## src/rtl/plru_pkg.sv

```systemverilog
package plru_pkg;

    localparam int NPROC = 2;

    typedef enum logic {
        PID_A = 1'b0,
        PID_B = 1'b1
    } pid_e;

    typedef enum logic [1:0] {
        PICK_FREE,
        PICK_SHED_A,
        PICK_SHED_B,
        PICK_LRU
    } pick_e;

    typedef struct packed {
        logic any_free;
        logic over_a;
        logic over_b;
        logic owns_a;
        logic owns_b;
        logic b_ahead;
    } policy_in_t;

    // Ordered decision: free way, then ownership override, then plain LRU.
    function automatic pick_e decide(input policy_in_t p);
        logic cand_a;
        logic cand_b;
        cand_a = p.over_a && p.owns_a;
        cand_b = p.over_b && p.owns_b;
        if (p.any_free)
            return PICK_FREE;
        if (cand_a && cand_b)
            return p.b_ahead ? PICK_SHED_B : PICK_SHED_A;
        if (cand_a)
            return PICK_SHED_A;
        if (cand_b)
            return PICK_SHED_B;
        return PICK_LRU;
    endfunction

endpackage

```

## src/rtl/plru_first_set.sv

```systemverilog
module plru_first_set #(
    parameter int WAYS  = 8,
    parameter int IDX_W = $clog2(WAYS)
) (
    input  logic [WAYS-1:0]  mask,
    output logic             found,
    output logic [IDX_W-1:0] idx
);
    logic             hit_c [WAYS+1];
    logic [IDX_W-1:0] idx_c [WAYS+1];

    assign hit_c[WAYS] = 1'b0;
    assign idx_c[WAYS] = '0;

    // Chain from the top index down so the lowest set bit wins.
    for (genvar i = 0; i < WAYS; i++) begin : g_stage
        assign hit_c[i] = mask[i] | hit_c[i+1];
        assign idx_c[i] = mask[i] ? IDX_W'(i) : idx_c[i+1];
    end

    assign found = hit_c[0];
    assign idx   = idx_c[0];
endmodule

```

## src/rtl/plru_oldest.sv

```systemverilog
module plru_oldest #(
    parameter int WAYS   = 8,
    parameter int RANK_W = $clog2(WAYS),
    parameter int IDX_W  = $clog2(WAYS)
) (
    input  logic [WAYS-1:0]        mask,
    input  logic [WAYS*RANK_W-1:0] rank,
    output logic                   found,
    output logic [IDX_W-1:0]       idx
);
    logic              hit_c [WAYS+1];
    logic [IDX_W-1:0]  idx_c [WAYS+1];
    logic [RANK_W-1:0] rk_c  [WAYS+1];

    assign hit_c[0] = 1'b0;
    assign idx_c[0] = '0;
    assign rk_c[0]  = '0;

    // Running maximum over masked ways; strict compare keeps lower index on ties.
    for (genvar i = 0; i < WAYS; i++) begin : g_stage
        logic [RANK_W-1:0] my_rank;
        logic              take;
        assign my_rank    = rank[i*RANK_W +: RANK_W];
        assign take       = mask[i] && (!hit_c[i] || (my_rank > rk_c[i]));
        assign hit_c[i+1] = hit_c[i] | mask[i];
        assign idx_c[i+1] = take ? IDX_W'(i) : idx_c[i];
        assign rk_c[i+1]  = take ? my_rank : rk_c[i];
    end

    assign found = hit_c[WAYS];
    assign idx   = idx_c[WAYS];
endmodule

```

## src/rtl/plru_occupancy.sv

```systemverilog
module plru_occupancy
    import plru_pkg::*;
#(
    parameter int CNT_W = 10
) (
    input  logic                        clk,
    input  logic                        rst,
    input  logic                        fill,
    input  logic                        fill_pid,
    input  logic                        drop,
    input  logic                        drop_pid,
    output logic [NPROC-1:0][CNT_W-1:0] held
);
    localparam logic [CNT_W-1:0] CNT_MAX = '1;

    for (genvar p = 0; p < NPROC; p++) begin : g_proc
        logic up;
        logic dn;
        assign up = fill && (fill_pid == 1'(p));
        assign dn = drop && (drop_pid == 1'(p));

        always_ff @(posedge clk) begin
            if (rst) begin
                held[p] <= '0;
            end else if (up && !dn) begin
                if (held[p] != CNT_MAX)
                    held[p] <= held[p] + CNT_W'(1);
            end else if (dn && !up) begin
                if (held[p] != '0)
                    held[p] <= held[p] - CNT_W'(1);
            end
        end
    end
endmodule

```

## src/rtl/plru_victim_sel.sv

```systemverilog
module plru_victim_sel
    import plru_pkg::*;
#(
    parameter int WAYS   = 8,
    parameter int CNT_W  = 10,
    parameter int RANK_W = $clog2(WAYS),
    parameter int IDX_W  = $clog2(WAYS)
) (
    input  logic [WAYS-1:0]        set_valid,
    input  logic [WAYS-1:0]        set_owner,
    input  logic [WAYS*RANK_W-1:0] set_rank,
    input  logic [CNT_W-1:0]       held_a,
    input  logic [CNT_W-1:0]       held_b,
    input  logic [CNT_W-1:0]       quota_a,
    input  logic [CNT_W-1:0]       quota_b,
    output logic [IDX_W-1:0]       victim
);
    logic [WAYS-1:0]  mask_a;
    logic [WAYS-1:0]  mask_b;
    logic             free_hit, a_hit, b_hit, all_hit;
    logic [IDX_W-1:0] free_idx, a_idx, b_idx, all_idx;
    logic [CNT_W:0]   excess_a;
    logic [CNT_W:0]   excess_b;
    policy_in_t       pol;
    pick_e            pick;

    assign mask_a = set_valid & ~set_owner;
    assign mask_b = set_valid & set_owner;

    plru_first_set #(.WAYS(WAYS), .IDX_W(IDX_W)) u_free (
        .mask(~set_valid), .found(free_hit), .idx(free_idx)
    );
    plru_oldest #(.WAYS(WAYS), .RANK_W(RANK_W), .IDX_W(IDX_W)) u_old_a (
        .mask(mask_a), .rank(set_rank), .found(a_hit), .idx(a_idx)
    );
    plru_oldest #(.WAYS(WAYS), .RANK_W(RANK_W), .IDX_W(IDX_W)) u_old_b (
        .mask(mask_b), .rank(set_rank), .found(b_hit), .idx(b_idx)
    );
    plru_oldest #(.WAYS(WAYS), .RANK_W(RANK_W), .IDX_W(IDX_W)) u_old_all (
        .mask(set_valid), .rank(set_rank), .found(all_hit), .idx(all_idx)
    );

    // Excess is only consulted when both counts are above target.
    assign excess_a = {1'b0, held_a} - {1'b0, quota_a};
    assign excess_b = {1'b0, held_b} - {1'b0, quota_b};

    always_comb begin
        pol.any_free = free_hit;
        pol.over_a   = held_a > quota_a;
        pol.over_b   = held_b > quota_b;
        pol.owns_a   = a_hit;
        pol.owns_b   = b_hit;
        pol.b_ahead  = excess_b > excess_a;
        pick         = decide(pol);
        unique case (pick)
            PICK_FREE:   victim = free_idx;
            PICK_SHED_A: victim = a_idx;
            PICK_SHED_B: victim = b_idx;
            default:     victim = all_hit ? all_idx : '0;
        endcase
    end
endmodule

```

## src/rtl/part_lru_victim.sv

```systemverilog
module part_lru_victim
    import plru_pkg::*;
#(
    parameter int WAYS   = 8,
    parameter int CNT_W  = 10,
    parameter int RANK_W = $clog2(WAYS),
    parameter int IDX_W  = $clog2(WAYS)
) (
    input  logic                   clk,
    input  logic                   rst,
    input  logic                   miss_valid,
    input  logic                   miss_pid,
    input  logic [WAYS-1:0]        set_valid,
    input  logic [WAYS-1:0]        set_owner,
    input  logic [WAYS*RANK_W-1:0] set_rank,
    input  logic [CNT_W-1:0]       quota_a,
    input  logic [CNT_W-1:0]       quota_b,
    output logic [IDX_W-1:0]       victim_way,
    output logic [CNT_W-1:0]       held_a,
    output logic [CNT_W-1:0]       held_b
);
    logic [NPROC-1:0][CNT_W-1:0] held;
    logic                        evict_live;
    logic                        evict_pid;

    assign held_a = held[PID_A];
    assign held_b = held[PID_B];

    plru_victim_sel #(
        .WAYS(WAYS), .CNT_W(CNT_W), .RANK_W(RANK_W), .IDX_W(IDX_W)
    ) u_sel (
        .set_valid(set_valid),
        .set_owner(set_owner),
        .set_rank (set_rank),
        .held_a   (held_a),
        .held_b   (held_b),
        .quota_a  (quota_a),
        .quota_b  (quota_b),
        .victim   (victim_way)
    );

    assign evict_live = miss_valid && set_valid[victim_way];
    assign evict_pid  = set_owner[victim_way];

    plru_occupancy #(.CNT_W(CNT_W)) u_occ (
        .clk     (clk),
        .rst     (rst),
        .fill    (miss_valid),
        .fill_pid(miss_pid),
        .drop    (evict_live),
        .drop_pid(evict_pid),
        .held    (held)
    );
endmodule

```

## config.mk

```make
export PLATFORM = sky130hd
export DESIGN_NAME = part_lru_victim
export DESIGN_NICKNAME = d
export VERILOG_FILES = /design/src/rtl/plru_pkg.sv /design/src/rtl/plru_first_set.sv /design/src/rtl/plru_oldest.sv /design/src/rtl/plru_occupancy.sv /design/src/rtl/plru_victim_sel.sv /design/src/rtl/part_lru_victim.sv
export SDC_FILE = /design/constraint.sdc
export NUM_CORES = 1
export LEC_CHECK = 0
export ABC_AREA = 1
export BUFFER_PORTS_ARGS = -buffer_cell sky130_fd_sc_hd__buf_2
export CAP_MARGIN = 20
export CELL_PAD_IN_SITES_DETAIL_PLACEMENT = 0
export CELL_PAD_IN_SITES_GLOBAL_PLACEMENT = 1
export CORE_AREA = 2 2 128 130
export CTS_BUF_LIST = sky130_fd_sc_hd__clkbuf_8 sky130_fd_sc_hd__clkbuf_16
export DETAILED_ROUTE_END_ITERATION = 12
export DIE_AREA = 0 0 130 132
export PLACE_DENSITY_LB_ADDON = 0.08
export SETUP_SLACK_MARGIN = 0.2
export SYNTH_ARGS = -nofsm -noshare
export SYNTH_HDL_FRONTEND = slang
export SYNTH_SLANG_ARGS = --single-unit
export TNS_END_PERCENT = 30
```

## constraint.sdc

```tcl
create_clock -name clk -period 17.86 [get_ports clk]
set_clock_uncertainty 0.15 [all_clocks]
set_input_delay 5.358 -clock clk [delete_from_list [all_inputs] [get_ports clk]]
set_output_delay 5.358 -clock clk [all_outputs]
set_load 0.005 [all_outputs]
```

==> Flow_metrics.wiki, run 1 <==
{| class="wikitable"
! Metric !! Value
|-
| Antenna Violating Nets Remaining || 0
|-
| Max stage delay cell, worst path || sky130_fd_sc_hd__ha_1
|-
| Worst voltage drop across the vdd grid || 0.0377 mV
|-
| Max Transition Viols Final || 0
|-
| Avg WL per Cell || 13.5 um
|-
| Leakage dissipation || 4.81 nW
|-
| Vias in the first global route || 6536
|-
| Worst hold path type || flip-flop to flip-flop
|-
| GR peak layer || met2
|-
| XOR/XNOR Fraction of Synth Area || 4.42%
|-
| Critical path buffer and inverter count || 7
|-
| Floorplan die height || 132 um
|-
| Kind of start point of the critical path || input port
|-
| Met3 capacity usage during global routing || 2.88%
|-
| Level count of the clock H-tree || 1
|-
| Placement Rows || 46
|-
| Global Route Usage Sum || 21.7%
|-
| Total CTS buffers || 3
|-
| Most frequent cells in the layout || sky130_fd_sc_hd__buf_4 (177), sky130_fd_sc_hd__nand2_1 (157), sky130_fd_sc_hd__inv_1 (137)
|-
| Initial core utilization || 36.6%
|-
| Number of cells produced by synthesis || 953
|-
| Critical Setup Path Class || input port to primary output
|-
| Dominant cell type by count on the critical path || sky130_fd_sc_hd__nand2_1
|-
| Met1 track demand over resource in global routing || 31.4%
|-
| CTS tree || yes
|-
| Run status || finished, violations left
|-
| Actual transition at the worst max-transition pin || 0.653 ns
|-
| Synthesized-area fraction occupied by ao, oa, aoi and oai cells || 15.1%
|-
| Endpoint type of the worst setup path || primary output
|-
| Clk Latency, worst-skew pair || 0.26 ns
|-
| Placed cell count || 1351
|-
| Biggest register || u_occ.held
|-
| Share of post-route cells with drive strength above 1 || 41.3%
|-
| Distinct cell type count after synthesis || 44
|-
| Buffer type at the clock tree root || sky130_fd_sc_hd__clkbuf_16
|-
| Final setup violating endpoints || 2
|-
| Final Net Count || 1394
|-
| Post-detail-place hpwl || 14800 um
|-
| Area used by multi-input combinational logic || 5660 sq um
|-
| Antenna violations before repair || 0
|-
| Worst slack at placement || -0.982 ns
|-
| Number of remaining DRC errors || 0
|-
| Via/cell ratio || 4.82
|-
| Worst Slack Setup Final || -0.144 ns
|-
| Ys flop type || sky130_fd_sc_hd__dfxtp_1
|-
| Fmax achieved || 55.5 MHz
|-
| Simple-Gate Fraction of Synth Area || 40.6%
|-
| Combined area of all synthesized cells || 5750 sq um
|-
| Post-synthesis average cell area || 6.04 sq um
|-
| Cell types occupying the most area after synthesis || sky130_fd_sc_hd__ha_1 (20%), sky130_fd_sc_hd__nand2_1 (13%), sky130_fd_sc_hd__inv_1 (9.4%)
|-
| Share of synthesized area spent on multiplexers || 0%
|-
| Global placer's final weighted congestion || 0.818
|-
| Top cell type's share of synthesized area || 20.4%
|-
| Largest net degree at the start of global routing || 20
|-
| Max stage delay on crit path || 0.33 ns
|-
| Number of DRC violations after detailed-routing iteration 0 || 233
|-
| Commonest non-fill, non-tap cell in the layout || sky130_fd_sc_hd__buf_4
|-
| Final Hold Vio Count || 0
|-
| Adder and majority cell fraction of the synthesized area || 21.8%
|-
| Count of filler cells inserted in the layout || 1602
|-
| Final hold slack || 0.405 ns
|-
| Sequential element share of the synthesized area || 6.96%
|-
| Core footprint || 15700 sq um
|-
| Count of hold buffers inserted by post-cts repair || 0
|-
| Final core utilization || 57.2%
|-
| Power per standard cell area || 63.0 nW/um^2
|-
| Failing checks || negative setup slack
|-
| Count of inserted antenna diode cells || 0
|-
| First-pass GRT wire length || 30700 um
|-
| Dominant cell type by area after synthesis || sky130_fd_sc_hd__ha_1
|-
| Pre-Repair DR Iteration Count || 5
|-
| Peak fanout along the critical path || 7
|-
| Total Die Area || 17200 sq um
|-
| Total routed wirelength || 19500 um
|-
| Ports || 87
|-
| IO buf count || 86
|-
| Share of the clock period used by the worst path after layout || 101%
|-
| Data arrival time of the worst path || 12.50 ns
|-
| Yosys reg bits || 20
|-
| Proportion of register bits with asynchronous set or reset after synthesis || 0%
|-
| Number of buffers on the longest clock path || 2
|-
| Final cell count without fillers || 1447
|-
| Setup repair after global routing missed its margin || yes
|-
| Registers with the highest flip-flop counts || u_occ.held: 20 flops
|-
| CTS sink cnt || 20
|-
| Slew Limit Headroom || 56.4%
|-
| Flip-flop count of the largest register, all copies and words added || 20
|-
| Largest family of logic cells by synthesized area || simple AND/OR/NAND/NOR gates
|-
| MaxCap Viol Count || 0
|-
| Gate family responsible for the most delay along the worst path || simple AND/OR/NAND/NOR gates
|-
| Horizontal die dimension || 130 um
|-
| Total congestion overflow after global routing || 0
|-
| Syn-to-layout area delta || 56.2%
|-
| Global routing usage on met2 || 34.9%
|-
| Seq. cell area || 400 sq um
|-
| Data required, critical path || 12.35 ns
|-
| Post-synth EDFFs || 0
|-
| Clock transition at path regs || 0.06 ns
|-
| Total number of vias || 6977
|-
| Syn. warnings || 0
|-
| Post-layout min period || 18.00 ns
|-
| Synth Net Count || 1115
|}
cells by family (layout without fill, tap and decap cells):
kind of cell / Yosys count / count (layout)
AO/OA/AOI/OAI: 162 / 162
XOR/XNOR: 29 / 29
adder cells (fa/ha/maj): 98 / 98
buffers and inverters: 163 / 440
flip-flops: 20 / 20
AND/OR/NAND/NOR: 481 / 482
where the power goes:
part           internal [W]  switching (W)  total (W)  leakage (nW)
Sequential        0.0000500     0.00000976  0.0000597         0.165
Clock             0.0000343      0.0000192  0.0000535        0.0442
Combinational      0.000216       0.000237   0.000453          4.60
Total              0.000301       0.000266   0.000566          4.81
Yosys cell counts, types with 6 or more instances:
cell type / n
sky130_fd_sc_hd__o21ai_0: 68
sky130_fd_sc_hd__nand4_1: 13
sky130_fd_sc_hd__inv_2: 12
sky130_fd_sc_hd__o21ai_1: 16
sky130_fd_sc_hd__nor4_1: 7
sky130_fd_sc_hd__nor2_1: 90
sky130_fd_sc_hd__xor2_1: 20
sky130_fd_sc_hd__a21oi_1: 55
sky130_fd_sc_hd__nand2_1: 199
sky130_fd_sc_hd__nand2_4: 18
sky130_fd_sc_hd__dfxtp_1: 20
sky130_fd_sc_hd__ha_1: 94
sky130_fd_sc_hd__nand2_2: 25
sky130_fd_sc_hd__nor3_1: 8
sky130_fd_sc_hd__o21bai_1: 6
sky130_fd_sc_hd__inv_1: 144
sky130_fd_sc_hd__xnor2_1: 9
sky130_fd_sc_hd__nand3_1: 93
sky130_fd_sc_hd__nand3_2: 14
worst register-to-register path, delay by kind of cell (launching register included):
family / cells / cell delay [ns]
fa+ha+maj: 3 / 0.89
simple gates: 18 / 1.76
compound gates: 16 / 2.37
flops: 1 / 0.45
buf+inv: 33 / 3.71
xor+xnor: 1 / 0.17
final cells by class:
cell class	count	area share, %
clock buffer	4	0.989
inverter	158	6.63
multi-input combinational	771	63.0
sequential	20	4.46
tap	216	3.01
timing repair buffer	278	21.9
final timing paths:
path / slack (ns) / start / depth (start not counted) / to
min: 0.40 / u_occ.held[16] / 2 / u_occ.held[16]
max reg2reg: 8.32 / u_occ.held[12] / 71 / u_occ.held[9]
min reg2reg: 0.40 / u_occ.held[16] / 2 / u_occ.held[16]
max: -0.14 / set_valid[0] / 71 / victim_way[2]
stage by stage:
| step | setup TNS, ns | area [sq um] | total power [W] |
|---|---|---|---|
| 2_1_floorplan | 0 | 5810 | 0.000300 |
| 3_3_place_gp | -2.72 | 7220 | 0.000410 |
| 3_5_place_dp | -2.82 | 7220 | 0.000411 |
| 4_1_cts | -0.295 | 8190 | 0.000515 |
| 5_1_grt | -4.89 | 8990 | 0.000628 |
| 6_report | -0.146 | 8990 | 0.000566 |
timing repair:
item / in CTS / in global routing
buffers inserted: 60 / 31
gates cloned: 0 / 1
endpoints found under the setup margin: 3 / 23
pin swaps: 97 / 141
resized for setup: 120 / 125
metal layers:
| layer | share of wire, % | vias up |
|---|---|---|
| met5 | 0 | - |
| met4 | 1.0 | 0 |
| met3 | 3.4 | 18 |
| met2 | 45 | 124 |
| met1 | 50 | 3119 |
| li1 | - | 3716 |
Power figures use the tool's default switching activity.
==> run 2, diff against run 1 <==
--- a/config.mk
+++ b/config.mk
@@ -10,10 +10,10 @@
 export CAP_MARGIN = 20
 export CELL_PAD_IN_SITES_DETAIL_PLACEMENT = 0
 export CELL_PAD_IN_SITES_GLOBAL_PLACEMENT = 1
-export CORE_AREA = 2 2 128 130
+export CORE_AREA = 2 2 123 125
 export CTS_BUF_LIST = sky130_fd_sc_hd__clkbuf_8 sky130_fd_sc_hd__clkbuf_16
 export DETAILED_ROUTE_END_ITERATION = 12
-export DIE_AREA = 0 0 130 132
+export DIE_AREA = 0 0 125 127
 export PLACE_DENSITY_LB_ADDON = 0.08
 export SETUP_SLACK_MARGIN = 0.2
 export SYNTH_ARGS = -nofsm -noshare
==> constraint.sdc (replaced) <==
create_clock -name clk -period 20 [get_ports clk]
set_clock_uncertainty 0.15 [all_clocks]
set_input_delay 6 -clock clk [delete_from_list [all_inputs] [get_ports clk]]
set_output_delay 6 -clock clk [all_outputs]
set_load 0.005 [all_outputs]
==> Flow_metrics.wiki, run 2 (synthesis gave the netlist of run 1 again) <==
{| class="wikitable"
! Metric !! Value
|-
| Critical Setup Path Class || input port to primary output
|-
| Number of buffers on the longest clock path || 2 (unchanged)
|-
| Run status || complete, no violations
|-
| Total CTS buffers || 3 (unchanged)
|-
| Clock transition at path regs || 0.06 ns (about the same)
|-
| Power per standard cell area || 57.8 nW/um^2 (-8.3%)
|-
| Seq. cell area || 400 sq um (unchanged)
|-
| Final Hold Vio Count || 0 (unchanged)
|-
| Max stage delay cell, worst path || sky130_fd_sc_hd__ha_1
|-
| Count of inserted antenna diode cells || 0 (unchanged)
|-
| CTS sink cnt || 20 (unchanged)
|-
| Global routing usage on met2 || 33.5% (-1.4 points)
|-
| IO buf count || 86 (unchanged)
|-
| Worst hold path type || flip-flop to flip-flop
|-
| Level count of the clock H-tree || 1 (unchanged)
|-
| Horizontal die dimension || 125 um (-3.8%)
|-
| Leakage dissipation || 4.19 nW (-13%)
|-
| Largest net degree at the start of global routing || 20 (unchanged)
|-
| Vias in the first global route || 5834 (-11%)
|-
| FF-to-FF path depth || 48 (-32%)
|-
| Fmax achieved || 51.6 MHz
|-
| Number of remaining DRC errors || 0 (unchanged)
|-
| Worst voltage drop across the vdd grid || 0.0358 mV (-5.0%)
|-
| Pre-Repair DR Iteration Count || 5 (unchanged)
|-
| Ports || 87 (unchanged)
|-
| Setup repair after global routing missed its margin || yes
|-
| MaxCap Viol Count || 0 (unchanged)
|-
| Avg WL per Cell || 13.2 um (-2.3%)
|-
| Biggest register || u_occ.held
|-
| Peak fanout along the critical path || 8 (+1)
|-
| Max Transition Viols Final || 0 (unchanged)
|-
| Met1 track demand over resource in global routing || 30.6% (-0.85 points)
|-
| Flip-flop count of the largest register, all copies and words added || 20 (unchanged)
|-
| Antenna Violating Nets Remaining || 0 (unchanged)
|-
| Max stage delay on crit path || 0.34 ns (about the same)
|-
| Number of DRC violations after detailed-routing iteration 0 || 318 (+36%)
|-
| Floorplan die height || 127 um (-3.8%)
|-
| First-pass GRT wire length || 27800 um (-9.3%)
|-
| Most frequent cells in the layout || sky130_fd_sc_hd__nand2_1 (162), sky130_fd_sc_hd__inv_1 (138), sky130_fd_sc_hd__nand3_1 (85)
|-
| Share of post-route cells with drive strength above 1 || 32.4% (-9.0 points)
|-
| Kind of start point of the critical path || input port
|-
| Antenna violations before repair || 1 (+1)
|-
| Area used by multi-input combinational logic || 5270 sq um (-7.0%)
|-
| Syn-to-layout area delta || 33.4%
|-
| Actual transition at the worst max-transition pin || 0.691 ns (+0.0371 ns)
|-
| Core footprint || 14400 sq um (-8.2%)
|-
| Share of the clock period used by the worst path after layout || 96.9%
|-
| Total routed wirelength || 17200 um (-12%)
|-
| Placement Rows || 44 (-4.3%)
|-
| Global placer's final weighted congestion || 0.861 (+5.2%)
|-
| Endpoint type of the worst setup path || primary output
|-
| Final Net Count || 1286 (-7.7%)
|-
| Hold path cells || 2 (unchanged)
|-
| Global Route Usage Sum || 20.7% (-0.95 points)
|-
| Count of filler cells inserted in the layout || 1549 (-3.3%)
|-
| Registers with the highest flip-flop counts || u_occ.held: 20 flops
|-
| Slew Limit Headroom || 53.9% (-2.5 points)
|-
| GR peak layer || met2
|-
| Post-detail-place hpwl || 14300 um (-3.8%)
|-
| Commonest non-fill, non-tap cell in the layout || sky130_fd_sc_hd__nand2_1
|-
| Clk Latency, worst-skew pair || 0.26 ns (about the same)
|-
| Dominant cell type by count on the critical path || sky130_fd_sc_hd__nand2_2
|-
| Final hold slack || 0.406 ns (+0.000553 ns)
|-
| Final setup TNS || 0 ns (+0.146 ns)
|-
| Data required, critical path || 13.85 ns (+1.50 ns)
|-
| CTS tree || yes
|-
| Total Die Area || 15900 sq um (-7.5%)
|-
| Data arrival time of the worst path || 13.24 ns (+0.74 ns)
|-
| Via/cell ratio || 4.95 (+2.7%)
|-
| Post-layout min period || 19.39 ns
|-
| Buffer type at the clock tree root || sky130_fd_sc_hd__clkbuf_16
|-
| Initial core utilization || 39.9% (+3.3 points)
|-
| Met3 capacity usage during global routing || 2.97% (+0.092 points)
|-
| Final setup violating endpoints || 0 (-2)
|-
| Total congestion overflow after global routing || 0 (unchanged)
|-
| Total number of vias || 6465 (-7.3%)
|}
-- run 2: worst paths after layout --
path	start	to	slack (ns)
setup / recovery	set_valid[0]	victim_way[2]	0.61
hold / removal	u_occ.held[14]	u_occ.held[14]	0.41
setup reg to reg	u_occ.held[10]	u_occ.held[9]	13.14
hold reg to reg	u_occ.held[14]	u_occ.held[14]	0.41
-- run 2: worst max-delay path, delay by kind of cell --
kind	cells	cell delay, ns
AND/OR/NAND/NOR	28	2.42
adder cells (fa/ha/maj)	7	2.04
AO/OA/AOI/OAI	18	2.05
buffers and inverters	7	0.72
-- run 2: repair_timing --
item,4_1_cts,5_1_grt
setup endpoints to repair,3,3
gates resized for setup,26,157
setup buffers,3,16
pin swaps,5,102
hold endpoints to repair,0,0
hold buffers,0,0
-- run 2: routing by layer --
layer	up-vias	part of all wire (%)
met5	-	0.075
met4	2	0.77
met3	10	3.7
met2	103	44
met1	2848	51
li1	3502	-
-- run 2: final cells by class --
type | instances | area share, %
inverter | 158 | 7.74
multi-input combinational | 770 | 68.7
sequential | 20 | 5.22
tap | 184 | 3.00
timing repair buffer | 171 | 14.4
clock buffer | 3 | 0.978
-- run 2: per-stage QoR --
stage               setup slack (ns)  cell area (sq um)  total power (W)  instances  util, %
floorplan                      0.721               5750         0.000264        953        -
global placement              -0.181               6870         0.000341       1284     47.6
detailed placement            -0.346               6870         0.000344       1284     47.6
CTS                            0.208               6980         0.000394       1290     48.4
global route                 -0.0658               7670         0.000497       1306     53.2
finish                         0.613               7670         0.000444       1306     53.2
-- run 2: report_power, final --
group          switching (W)  leakage [nW]  internal, W
clock network      0.0000167        0.0370    0.0000265
registers         0.00000819         0.165    0.0000446
logic               0.000193          3.99     0.000155
==> run 3, diff against run 2 <==
--- a/config.mk
+++ b/config.mk
@@ -5,17 +5,16 @@
 export SDC_FILE = /design/constraint.sdc
 export NUM_CORES = 1
 export LEC_CHECK = 0
-export ABC_AREA = 1
 export BUFFER_PORTS_ARGS = -buffer_cell sky130_fd_sc_hd__buf_2
 export CAP_MARGIN = 20
 export CELL_PAD_IN_SITES_DETAIL_PLACEMENT = 0
 export CELL_PAD_IN_SITES_GLOBAL_PLACEMENT = 1
-export CORE_AREA = 2 2 123 125
+export CORE_AREA = 2 2 126 128
 export CTS_BUF_LIST = sky130_fd_sc_hd__clkbuf_8 sky130_fd_sc_hd__clkbuf_16
 export DETAILED_ROUTE_END_ITERATION = 12
-export DIE_AREA = 0 0 125 127
+export DIE_AREA = 0 0 128 130
 export PLACE_DENSITY_LB_ADDON = 0.08
-export SETUP_SLACK_MARGIN = 0.2
+export SETUP_SLACK_MARGIN = 0.1
 export SYNTH_ARGS = -nofsm -noshare
 export SYNTH_HDL_FRONTEND = slang
 export SYNTH_SLANG_ARGS = --single-unit
==> Flow_metrics.wiki, run 3 <==
{| class="wikitable"
! Metric !! Value
|-
| MaxCap Viol Count || 0 (unchanged)
|-
| Total Die Area || 16600 sq um (+4.8%)
|-
| Largest family of logic cells by synthesized area || compound AO/OA/AOI/OAI gates
|-
| Clock transition at path regs || 0.05 ns (about the same)
|-
| Hold path cells || 2 (unchanged)
|-
| Proportion of register bits with asynchronous set or reset after synthesis || 0% (unchanged)
|-
| Clk Latency, worst-skew pair || 0.25 ns (about the same)
|-
| Dominant cell type by area after synthesis || sky130_fd_sc_hd__ha_1
|-
| Met2 Wirelength || 9470 um (+25%)
|-
| Max stage delay on crit path || 0.42 ns (+0.08 ns)
|-
| Placement Rows || 46 (+4.5%)
|-
| FF-to-FF path depth || 40 (-17%)
|-
| Initial core utilization || 39.0% (-0.84 points)
|-
| Distinct cell type count after synthesis || 80 (+82%)
|-
| Total number of vias || 6971 (+7.8%)
|-
| Max Transition Viols Final || 0 (unchanged)
|-
| Total congestion overflow after global routing || 0 (unchanged)
|-
| First-pass GRT wire length || 32000 um (+15%)
|-
| Flip-flop count of the largest register, all copies and words added || 20 (unchanged)
|-
| Top cell type's share of synthesized area || 19.5% (-0.91 points)
|-
| Sw Share || 44.4% (-4.7 points)
|-
| Final core utilization || 54.0% (+0.81 points)
|-
| IO buf count || 86 (unchanged)
|-
| Core footprint || 15400 sq um (+6.9%)
|-
| Avg WL per Cell || 16.1 um (+22%)
|-
| Total met3 wirelength after detailed routing || 811 um (+26%)
|-
| Antenna violations before repair || 0 (-1)
|-
| Syn. warnings || 0 (unchanged)
|-
| Actual transition at the worst max-transition pin || 0.759 ns (+0.0687 ns)
|-
| Biggest register || u_occ.held
|-
| Worst voltage drop across the vdd grid || 0.0264 mV (-26%)
|-
| Ys flop type || sky130_fd_sc_hd__dfxtp_1
|-
| Adder and majority cell fraction of the synthesized area || 20.9% (-0.98 points)
|-
| Area used by multi-input combinational logic || 5550 sq um (+5.3%)
|-
| Most used standard cell by instance count after synthesis || sky130_fd_sc_hd__ha_1
|-
| Endpoint type of the worst setup path || primary output
|-
| Via/cell ratio || 5.54 (+12%)
|-
| Power per standard cell area || 54.0 nW/um^2 (-6.6%)
|-
| Ports || 87 (unchanged)
|-
| Max stage delay cell, worst path || sky130_fd_sc_hd__or3_4
|-
| Worst hold path type || flip-flop to flip-flop
|-
| Global placer's final weighted congestion || 0.953 (+11%)
|-
| Leakage dissipation || 4.20 nW (about the same)
|-
| Combined area of all synthesized cells || 6020 sq um (+4.7%)
|-
| Sequential fraction of design power || 11.9% (about the same)
|-
| Psw || 0.000200 W (-8.3%)
|-
| Share of synthesized area spent on multiplexers || 7.07% (+7.1 points)
|-
| Kind of start point of the critical path || input port
|-
| Critical Setup Path Class || input port to primary output
|-
| Crit path depth || 58 (-3.3%)
|-
| Commonest non-fill, non-tap cell in the layout || sky130_fd_sc_hd__buf_4
|-
| Post-synthesis average cell area || 7.30 sq um (+21%)
|-
| Gate family responsible for the most delay along the worst path || compound AO/OA/AOI/OAI gates
|-
| Vias in the first global route || 6633 (+14%)
|-
| Number of DRC violations after detailed-routing iteration 0 || 310 (-2.5%)
|-
| Cell types occupying the most area after synthesis || sky130_fd_sc_hd__ha_1 (20%), sky130_fd_sc_hd__dfxtp_1 (6.7%), sky130_fd_sc_hd__inv_1 (5.0%)
|-
| Data required, critical path || 13.85 ns (about the same)
|-
| Post-Route M1 WL || 9560 um (+8.1%)
|-
| Floorplan die height || 130 um (+2.4%)
|-
| Total routed wirelength || 20300 um (+18%)
|-
| Post-detail-place hpwl || 16700 um (+17%)
|-
| Post-synth EDFFs || 0 (unchanged)
|-
| Largest net degree at the start of global routing || 39 (+95%)
|-
| Fmax achieved || 45.3 MHz (-12%)
|-
| Critical path buffer and inverter count || 5 (-2)
|-
| Count of inserted antenna diode cells || 0 (unchanged)
|-
| Synthesized-area fraction occupied by ao, oa, aoi and oai cells || 30.7% (+16 points)
|-
| Level count of the clock H-tree || 1 (unchanged)
|-
| Placed cell count || 1215 (-5.4%)
|-
| Seq. cell area || 400 sq um (unchanged)
|-
| Failing checks || negative setup slack
|-
| CTS tree || yes
|-
| Antenna Violating Nets Remaining || 0 (unchanged)
|-
| Share of post-route cells with drive strength above 1 || 33.7% (+1.4 points)
|-
| Final cell count without fillers || 1259 (-3.6%)
|-
| Number of remaining DRC errors || 0 (unchanged)
|-
| Clock network fraction of design power || 9.1% (-0.6 points)
|-
| Simple-Gate Fraction of Synth Area || 23.7% (-17 points)
|-
| Slew Limit Headroom || 49.2% (-4.7 points)
|-
| Uppermost layer routed || met4
|-
| Final design area excluding fillers || 8330 sq um (+8.6%)
|-
| Final Net Count || 1231 (-4.3%)
|-
| Number of buffers on the longest clock path || 2 (unchanged)
|-
| Count of filler cells inserted in the layout || 1512 (-2.4%)
|-
| Global Route Usage Sum || 23.5% (+2.8 points)
|-
| Share of the clock period used by the worst path after layout || 110% (+13 points)
|-
| Fraction of power consumed by combinational cells || 79.0% (+0.6 points)
|-
| Worst min-delay path startpoint || u_occ.held[6]
|-
| Yosys reg bits || 20 (unchanged)
|-
| CTS sink cnt || 20 (unchanged)
|-
| Setup repair after global routing missed its margin || yes
|-
| Total CTS buffers || 3 (unchanged)
|-
| Number of cells produced by synthesis || 825 (-13%)
|-
| XOR/XNOR Fraction of Synth Area || 4.22% (-0.20 points)
|-
| Sequential element share of the synthesized area || 6.65% (-0.31 points)
|-
| Peak fanout along the critical path || 5 (-3)
|-
| Final hold slack || 0.433 ns (+0.0276 ns)
|-
| Buffer type at the clock tree root || sky130_fd_sc_hd__clkbuf_16
|-
| Synth top cells by count || sky130_fd_sc_hd__ha_1 (94), sky130_fd_sc_hd__inv_1 (80), sky130_fd_sc_hd__nor2_1 (65)
|-
| Final Hold Vio Count || 0 (unchanged)
|-
| Total internal power || 0.000250 W (+11%)
|-
| Run status || finished, violations left
|-
| Registers with the highest flip-flop counts || u_occ.held: 20 flops
|-
| Most frequent cells in the layout || sky130_fd_sc_hd__buf_4 (170), sky130_fd_sc_hd__ha_1 (87), sky130_fd_sc_hd__buf_2 (84)
|-
| Critical Path Source || set_valid[0]
|-
| Pre-Repair DR Iteration Count || 5 (unchanged)
|-
| Dominant cell type by count on the critical path || sky130_fd_sc_hd__ha_4
|-
| Total cell area at the placement stage || 7680 sq um (+12%)
|-
| Horizontal die dimension || 128 um (+2.4%)
|-
| Syn-to-layout area delta || 38.4%
|-
| Worst Slack Setup Final || -2.07 ns (-2.68 ns)
|-
| Post-layout min period || 22.07 ns (+2.68 ns)
|-
| Data arrival time of the worst path || 15.92 ns (+2.68 ns)
|-
| Synth Net Count || 987 (-11%)
|-
| Launching point of the worst reg2reg path || u_occ.held[10]
|-
| Final setup violating endpoints || 3 (+3)
|}
run 3: changes by cell type after synthesis, sizes merged, moves of 14 or more:
cell,delta
a21o,+18
a31oi,+14
and3,+16
inv,-76
mux2,+25
nand2,-185
nand2b,+23
nand3,-89
nor2,-30
nor2b,+25
nor3,+18
o21ai,-23
run 3: power by group through the flow:
stage	sequential (W)	combinational, W	clock (W)
floorplan	0.0000520	0.000213	0
detailed placement	0.0000544	0.000318	0
CTS	0.0000535	0.000335	0.0000428
finish	0.0000535	0.000355	0.0000410
global placement	0.0000541	0.000307	0
global route	0.0000546	0.000395	0.0000440
run 3: routing by layer:
| layer | GRT usage [%] | vias to the layer above |
|---|---|---|
| li1 | - | 3546 |
| met4 | 5.30 | 0 |
| met2 | 40.6 | 175 |
| met3 | 2.05 | 36 |
| met1 | 31.9 | 3214 |
| met5 | 0 | - |
run 3: area by class of cell:
cell class,instances,share of cell area (%)
well taps,192,2.88
inverters,80,3.60
clock buffers,3,0.901
multi-input cells,704,66.6
flip-flops and latches,20,4.81
repair buffers,260,21.2
run 3: timing repair:
item | 4_1_cts | 5_1_grt
endpoints found under the hold margin | 0 | 0
resized for setup | 8 | 49
pin swaps | 18 | 24
cloned | 0 | 0
setup buffers | 30 | 11
hold buffers | 0 | 0
endpoints found under the setup margin | 3 | 7
run 3: worst paths after layout:
check                        end  slack, ns
hold / removal     u_occ.held[6]       0.43
hold reg to reg    u_occ.held[6]       0.43
setup / recovery   victim_way[0]      -2.07
setup reg to reg  u_occ.held[19]      11.69
run 3: logic make-up after synthesis:
group | count (synthesis)
simple gates | 280
buf+inv | 101
flops | 20
compound gates | 261
xor+xnor | 29
mux | 36
fa+ha+maj | 98
run 3: through the flow:
stage,setup WS [ns],power [W],setup TNS (ns)
4_1_cts,-2.11,0.000432,-5.92
5_1_grt,-2.48,0.000494,-7.29
3_5_place_dp,-2.20,0.000372,-6.32
6_report,-2.07,0.000450,-5.96
3_3_place_gp,-2.06,0.000361,-5.88
2_1_floorplan,-1.29,0.000265,-3.42
run 3: worst reg2reg max path: cells and delay by family (launching register included):
| family | cells | cell delay [ns] |
|---|---|---|
| AO/OA/AOI/OAI | 21 | 3.86 |
| AND/OR/NAND/NOR | 10 | 1.87 |
| adder cells (fa/ha/maj) | 4 | 1.18 |
| flip-flops | 1 | 0.38 |
| buffers and inverters | 3 | 0.34 |
| multiplexers | 1 | 0.31 |
| XOR/XNOR | 1 | 0.11 |
